`src/rtl/ptt_pkg.sv`:
```
package ptt_pkg;
  typedef enum logic [1:0] {
    SEL_CTRL   = 2'd0,
    SEL_PSC    = 2'd1,
    SEL_RELOAD = 2'd2,
    SEL_CMP    = 2'd3
  } reg_sel_e;

  localparam int unsigned CTRL_EN_BIT  = 0;
  localparam int unsigned CTRL_PRE_BIT = 1;
  localparam int unsigned CTRL_UG_BIT  = 2;
endpackage

```
`src/rtl/ptt_regs.sv`:
```
module ptt_regs
  import ptt_pkg::*;
#(
  parameter int unsigned CNT_W = 32,
  parameter int unsigned PSC_W = 16,
  localparam int unsigned STRB_W = CNT_W / 8,
  localparam int unsigned PSC_B  = PSC_W / 8
) (
  input  logic              clk,
  input  logic              rst_n,
  input  logic              we_i,
  input  logic [1:0]        addr_i,
  input  logic [CNT_W-1:0]  wdata_i,
  input  logic [STRB_W-1:0] strb_i,
  input  logic              feed_acc_i,
  input  logic [CNT_W-1:0]  feed_data_i,
  output logic              en_o,
  output logic              pre_o,
  output logic              ug_o,
  output logic [PSC_W-1:0]  psc_sh_o,
  output logic [CNT_W-1:0]  arr_sh_o,
  output logic [CNT_W-1:0]  arr_nx_o,
  output logic              arr_wr_o,
  output logic [CNT_W-1:0]  cmp_o
);
  reg_sel_e sel;
  logic     wr_rel, wr_cmp, wr_psc, wr_ctl;

  assign sel    = reg_sel_e'(addr_i);
  assign wr_ctl = we_i && (sel == SEL_CTRL) && strb_i[0];
  assign wr_psc = we_i && (sel == SEL_PSC);
  assign wr_rel = we_i && (sel == SEL_RELOAD) && (|strb_i);
  assign wr_cmp = we_i && (sel == SEL_CMP);
  assign ug_o   = wr_ctl && wdata_i[CTRL_UG_BIT];
  assign arr_wr_o = wr_rel || feed_acc_i;

  always_comb begin
    arr_nx_o = arr_sh_o;
    if (feed_acc_i) begin
      arr_nx_o = feed_data_i;
    end else begin
      for (int b = 0; b < int'(STRB_W); b++)
        if (strb_i[b]) arr_nx_o[b*8 +: 8] = wdata_i[b*8 +: 8];
    end
  end

  always_ff @(posedge clk) begin
    if (!rst_n) begin
      en_o     <= 1'b0;
      pre_o    <= 1'b0;
      psc_sh_o <= '0;
      arr_sh_o <= '0;
      cmp_o    <= '0;
    end else begin
      if (wr_ctl) begin
        en_o  <= wdata_i[CTRL_EN_BIT];
        pre_o <= wdata_i[CTRL_PRE_BIT];
      end
      if (wr_psc)
        for (int b = 0; b < int'(PSC_B); b++)
          if (strb_i[b]) psc_sh_o[b*8 +: 8] <= wdata_i[b*8 +: 8];
      if (wr_cmp)
        for (int b = 0; b < int'(STRB_W); b++)
          if (strb_i[b]) cmp_o[b*8 +: 8] <= wdata_i[b*8 +: 8];
      if (arr_wr_o) arr_sh_o <= arr_nx_o;
    end
  end
endmodule

```
`src/rtl/ptt_prescale.sv`:
```
module ptt_prescale #(
  parameter int unsigned PSC_W = 16
) (
  input  logic             clk,
  input  logic             rst_n,
  input  logic             en_i,
  input  logic             ug_i,
  input  logic             upd_i,
  input  logic [PSC_W-1:0] psc_sh_i,
  output logic             tick_o
);
  logic [PSC_W-1:0] pcnt_q, pact_q;

  assign tick_o = en_i && (pcnt_q == pact_q);

  always_ff @(posedge clk) begin
    if (!rst_n) begin
      pcnt_q <= '0;
      pact_q <= '0;
    end else if (ug_i) begin
      pcnt_q <= '0;
      pact_q <= psc_sh_i;
    end else begin
      if (en_i) pcnt_q <= tick_o ? '0 : pcnt_q + 1'b1;
      if (upd_i) pact_q <= psc_sh_i;
    end
  end


  psc_bound_chk: assert property (@(posedge clk) disable iff (!rst_n)
    pcnt_q <= pact_q);
endmodule

```
`src/rtl/ptt_counter.sv`:
```
module ptt_counter #(
  parameter int unsigned CNT_W = 32
) (
  input  logic             clk,
  input  logic             rst_n,
  input  logic             en_i,
  input  logic             tick_i,
  input  logic             ug_i,
  input  logic             pre_i,
  input  logic             arr_wr_i,
  input  logic [CNT_W-1:0] arr_nx_i,
  input  logic [CNT_W-1:0] arr_sh_i,
  input  logic [CNT_W-1:0] cmp_i,
  output logic             upd_o,
  output logic             evt_o,
  output logic             halted_o,
  output logic [CNT_W-1:0] cnt_o
);
  logic [CNT_W-1:0] arr_q, cnt_nx;
  logic             wrap;

  assign halted_o = (arr_q == '0);
  assign wrap     = (cnt_o >= arr_q);
  assign cnt_nx   = wrap ? '0 : cnt_o + 1'b1;
  assign upd_o    = tick_i && !halted_o && wrap;
  assign evt_o    = tick_i && !halted_o && (cnt_nx == cmp_i);

  always_ff @(posedge clk) begin
    if (!rst_n) begin
      cnt_o <= '0;
      arr_q <= '0;
    end else begin
      if (ug_i)        cnt_o <= '0;
      else if (tick_i) cnt_o <= halted_o ? '0 : cnt_nx;
      if (arr_wr_i && !pre_i)  arr_q <= arr_nx_i;
      else if (ug_i || upd_o)  arr_q <= arr_sh_i;
    end
  end


  hold_when_off_chk: assert property (@(posedge clk) disable iff (!rst_n)
    (!en_i && !ug_i) |=> $stable(cnt_o));

  ug_clear_chk: assert property (@(posedge clk) disable iff (!rst_n)
    ug_i |=> (cnt_o == '0));
endmodule

```
`src/rtl/ptt_feed.sv`:
```
module ptt_feed (
  input  logic clk,
  input  logic rst_n,
  input  logic evt_i,
  input  logic valid_i,
  output logic ready_o,
  output logic acc_o,
  output logic ovr_o
);
  assign acc_o = valid_i && ready_o;

  always_ff @(posedge clk) begin
    if (!rst_n) begin
      ready_o <= 1'b0;
      ovr_o   <= 1'b0;
    end else begin
      if (evt_i)      ready_o <= 1'b1;
      else if (acc_o) ready_o <= 1'b0;
      if (evt_i && ready_o && !acc_o) ovr_o <= 1'b1;
    end
  end


  overrun_set_chk: assert property (@(posedge clk) disable iff (!rst_n)
    (evt_i && ready_o && !valid_i) |=> ovr_o);

  overrun_sticky_chk: assert property (@(posedge clk) disable iff (!rst_n)
    ovr_o |=> ovr_o);

  accept_drop_chk: assert property (@(posedge clk) disable iff (!rst_n)
    (valid_i && ready_o && !evt_i) |=> !ready_o);
endmodule

```
`src/rtl/pulse_train_timer.sv`:
```
module pulse_train_timer #(
  parameter int unsigned CNT_W = 32,
  parameter int unsigned PSC_W = 16,
  localparam int unsigned STRB_W = CNT_W / 8
) (
  input  logic              clk,
  input  logic              rst_n,
  input  logic              cfg_we,
  input  logic [1:0]        cfg_addr,
  input  logic [CNT_W-1:0]  cfg_wdata,
  input  logic [STRB_W-1:0] cfg_strb,
  input  logic              feed_valid,
  input  logic [CNT_W-1:0]  feed_data,
  output logic              feed_ready,
  output logic              pulse_out,
  output logic              overrun,
  output logic [CNT_W-1:0]  count
);
  logic             en, pre, ug, arr_wr, tick, upd, evt, halted, acc;
  logic [PSC_W-1:0] psc_sh;
  logic [CNT_W-1:0] arr_sh, arr_nx, cmp;

  ptt_regs #(.CNT_W(CNT_W), .PSC_W(PSC_W)) regs_i (
    .clk(clk), .rst_n(rst_n), .we_i(cfg_we), .addr_i(cfg_addr),
    .wdata_i(cfg_wdata), .strb_i(cfg_strb), .feed_acc_i(acc),
    .feed_data_i(feed_data), .en_o(en), .pre_o(pre), .ug_o(ug),
    .psc_sh_o(psc_sh), .arr_sh_o(arr_sh), .arr_nx_o(arr_nx),
    .arr_wr_o(arr_wr), .cmp_o(cmp));

  ptt_prescale #(.PSC_W(PSC_W)) psc_i (
    .clk(clk), .rst_n(rst_n), .en_i(en), .ug_i(ug), .upd_i(upd),
    .psc_sh_i(psc_sh), .tick_o(tick));

  ptt_counter #(.CNT_W(CNT_W)) cnt_i (
    .clk(clk), .rst_n(rst_n), .en_i(en), .tick_i(tick), .ug_i(ug),
    .pre_i(pre), .arr_wr_i(arr_wr), .arr_nx_i(arr_nx), .arr_sh_i(arr_sh),
    .cmp_i(cmp), .upd_o(upd), .evt_o(evt), .halted_o(halted), .cnt_o(count));

  ptt_feed feed_i (
    .clk(clk), .rst_n(rst_n), .evt_i(evt), .valid_i(feed_valid),
    .ready_o(feed_ready), .acc_o(acc), .ovr_o(overrun));

  always_ff @(posedge clk) begin
    if (!rst_n)   pulse_out <= 1'b0;
    else if (evt) pulse_out <= ~pulse_out;
  end


  halt_quiet_chk: assert property (@(posedge clk) disable iff (!rst_n)
    (halted && !ug) |=> $stable(pulse_out));

  pulse_hold_chk: assert property (@(posedge clk) disable iff (!rst_n)
    (!en && !ug) |=> $stable(pulse_out));
endmodule

```
`config.mk`:
```
export PLATFORM = sky130hd
export DESIGN_NAME = pulse_train_timer
export DESIGN_NICKNAME = d
export VERILOG_FILES = /design/src/rtl/ptt_pkg.sv /design/src/rtl/ptt_regs.sv /design/src/rtl/ptt_prescale.sv /design/src/rtl/ptt_counter.sv /design/src/rtl/ptt_feed.sv /design/src/rtl/pulse_train_timer.sv
export SDC_FILE = /design/constraint.sdc
export NUM_CORES = 1
export LEC_CHECK = 0
export BUFFER_PORTS_ARGS = -buffer_cell sky130_fd_sc_hd__clkbuf_2
export CORE_UTILIZATION = 50
export DETAILED_ROUTE_END_ITERATION = 10
export HOLD_SLACK_MARGIN = 0.03
export PLACE_DENSITY = 0.66
export SLEW_MARGIN = 20
export SYNTH_ARGS = -nofsm -noshare
export SYNTH_HDL_FRONTEND = slang
export SYNTH_SLANG_ARGS = --single-unit
```
`constraint.sdc`:
```
create_clock -name clk -period 4.4 [get_ports clk]
set_input_delay 0.66 -clock clk [delete_from_list [all_inputs] [get_ports clk]]
set_output_delay 0.66 -clock clk [all_outputs]
set_load 0.1 [all_outputs]
```
==> reports/qor.yml <==
floorplanning:
  design.die.area_um2: 20800
  core.rowCount: 51
  ios: 109
  start_util_pct: 51.5
  die_h_um: 144
  core_area_um2: 19700
  die_w_um: 144
timing:
  fin_skew_ns: 0.0128
  final-hold-violation-count: 0
  setup_violations: 0
  min_period_ns: 3.86
  finalSetupTns_ns: 0
  max_freq_mhz: 259
  slew_viol_final: 0
  period_share_pct: 87.8
  worstMarginPinSlew_ns: 0.766
  rsz0062_at_grt: "false"
  relSlewSlack_pct: 48.9
synthesis:
  ys.flop_type: "dfxtp_1"
  synth-seq-cells: 181
  synth_fp_nets: 1322
  yosysTopAreaCell: "dfxtp_1"
  yosys-top-cells-count: "nand2_1, dfxtp_1, mux2i_1"
  synthCells: 1214
  synth_area_um2: 10100
  ys_seq_area_share_pct: 35.8
  synth_area_per_cell_um2: 8.34
  ys_warn_count: 0
  synth.area.top_cells: "dfxtp_1, mux2i_1, nand2_1"
  post-synth-top-count-cell: "nand2_1"
  synth_top_area_share_pct: 35.8
  async_flop_share_pct: 0
  synth_edf_count: 0
  synth_cell_types: 70
outcome:
  status: "completed"
power_and_ir_drop:
  pwr_density_cell_nw_per_um2: 311
  switchingPower_uw: 914
  p_int_mw: 2.65
  p_clk_share_pct: 42.6
  seqPwrFrac_pct: 47.7
  leakage_nw: 4.71
  switching_share_pct: 25.7
  total_power_mw: 3.56
  irDropWorstVdd_v: 0.000234
  comb_power_share_pct: 9.7
drt:
  ant_nets: 0
  drc: 0
  drt_wl_total_um: 29100
  vias_per_cell: 5.76
  first_pass_iters: 5
  vias: 9001
  drt_first_iter_violations: 749
  wl_per_cell_um: 18.6
layout:
  nFillCells: 1826
  antenna_cells: 0
  seqCellArea_um2: 3620
  area_growth_syn_to_layout_pct: 13.2
  final_nets: 1392
  drive_above_1_share_pct: 13.2
  multi_input_area_um2: 6070
  finish.utilization_pct: 58.3
global_route:
  grt_usage_pct: 28.6
  first_global_vias: 7787
  grt_pass1_wl_um: 44800
  antenna_found_initial: 0
  grt_max_degree: 72
  overflow: 0
clock_tree:
  worstSkewPairLatency_ns: 0.43
  clk_pin_slew_ns: 0.07
  cts_root_buf: "clkbuf_16"
  holdBufCountCts: 0
  clock_sinks: 181
  cts_max_level: 4
  ctsResizeCount: 0
  cts_tree: "yes"
  cts_setup_buffers: 0
  cts.path.max_buffers: 2
  numCtsBuffers: 17
worst_hold_path:
  hp-class: "flip-flop to flip-flop"
  hold_depth: 2
worst_setup_path:
  critical_path_peak_fanout: 11
  endpoint_kind: "flip-flop"
  r2r_cells: 11
  cp-start-kind: "flip-flop"
  arrival_ns: 4.23
  crit_type: "flip-flop to flip-flop"
  required_ns: 4.76
placement:
  gp_congestion: 0.943
  io_buffers: 108
  hpwl_um: 21300
job:
  cap_violations: 0
## power groups by stage
stage	logic, mW	registers (mW)	clock network [mW]
2_1_floorplan	0.227	1.73	0
3_3_place_gp	0.338	1.73	0
3_5_place_dp	0.341	1.73	0
4_1_cts	0.344	1.70	1.54
5_1_grt	0.378	1.70	1.59
6_report	0.347	1.70	1.52
## state kept, by name (all words and copies together), names as in the netlist
| register | count |
|---|---|
| cnt_i.arr_q | 32 |
| cnt_i.cnt_o | 32 |
| regs_i.arr_sh_o | 32 |
| regs_i.cmp_o | 32 |
| psc_i.pact_q | 16 |
| psc_i.pcnt_q | 16 |
| regs_i.psc_sh_o | 16 |
| feed_i.ovr_o | 1 |
| feed_i.ready_o | 1 |
| pulse_out | 1 |
| regs_i.en_o | 1 |
| regs_i.pre_o | 1 |
## cell families after synthesis
family,synth area share [%]
XOR/XNOR,5.98
adder cells (fa/ha/maj),4.20
AO/OA/AOI/OAI,19.1
flip-flops,35.8
buffers and inverters,4.46
multiplexers,8.52
AND/OR/NAND/NOR,21.9
## critical path, cell delays in order, from the launching register on
cell,delay (ns)
dfxtp_1,0.55
ha_1,0.37
nand4_4,0.18
or4_1,0.71
nor2_1,0.21
xnor2_1,0.17
mux2i_1,0.10
a2111o_1,0.38
a22o_1,0.21
or4_4,0.45
or3_1,0.32
a21boi_1,0.14
## through the flow
stage	area, um2	std cells	setup slack [ns]	hold slack, ns
final	11500	1562	0.536	0.469
after global routing	11500	1562	0.296	0.480
after CTS	11500	1562	0.574	0.463
after detailed placement	10900	1530	0.616	0.459
after global placement	10900	1530	0.706	0.452
after floorplan	10100	1214	0.120	0.443
## cells in the final DEF, fill, tap and decap left out, drive strengths merged, types with 3 or more instances in the layout
master | Yosys | layout
a21boi | 50 | 50
a21oi | 52 | 52
a31oi | 3 | 3
and2 | 5 | 5
and3 | 10 | 10
and4 | 3 | 3
buf | 15 | 18
clkbuf | 59 | 130
clkinv | 0 | 3
clkinvlp | 0 | 3
dfxtp | 181 | 181
ha | 34 | 34
inv | 43 | 45
mux2i | 85 | 85
nand2 | 192 | 192
nand2b | 9 | 9
nand3 | 24 | 24
nand4 | 28 | 28
nor2 | 68 | 68
nor2b | 60 | 60
nor3 | 15 | 15
nor4 | 24 | 24
o211a | 32 | 32
o211ai | 33 | 33
o21a | 3 | 3
o21ai | 59 | 59
o22ai | 3 | 3
o31ai | 13 | 13
o32a | 3 | 3
or2 | 3 | 3
or3 | 4 | 4
xnor2 | 39 | 39
xor2 | 25 | 25
## per-layer routing
metal  routed length (um)  up-vias  GRT usage [%]
met1                14700     4267           44.8
met4                  199        0           4.43
met2                12300      291           40.8
met5                    0        -              0
li1                     -     4429              -
met3                 1900       14           4.67
## area by class of cell
class	instances	area share (%)
Timing Repair Buffer	125	6.07
Sequential cell	181	31.6
Multi-Input combinational cell	916	53.0
Inverter	43	1.41
Tap cell	265	2.90
Clock inverter	9	0.830
Clock buffer	23	4.17
## path summary, 6_finish.rpt
kind                                    from                         endpoint  slack (ns)
min reg2reg  regs_i.psc_sh_o[5]$_SDFFE_PN0P_  regs_i.psc_sh_o[5]$_SDFFE_PN0P_        0.47
max reg2reg      cnt_i.cnt_o[0]$_SDFFE_PP0P_           pulse_out$_SDFFE_PN0P_        0.54
min          regs_i.psc_sh_o[5]$_SDFFE_PN0P_  regs_i.psc_sh_o[5]$_SDFFE_PN0P_        0.47
max              cnt_i.cnt_o[0]$_SDFFE_PP0P_           pulse_out$_SDFFE_PN0P_        0.54
(Power assumes the default switching activity.)
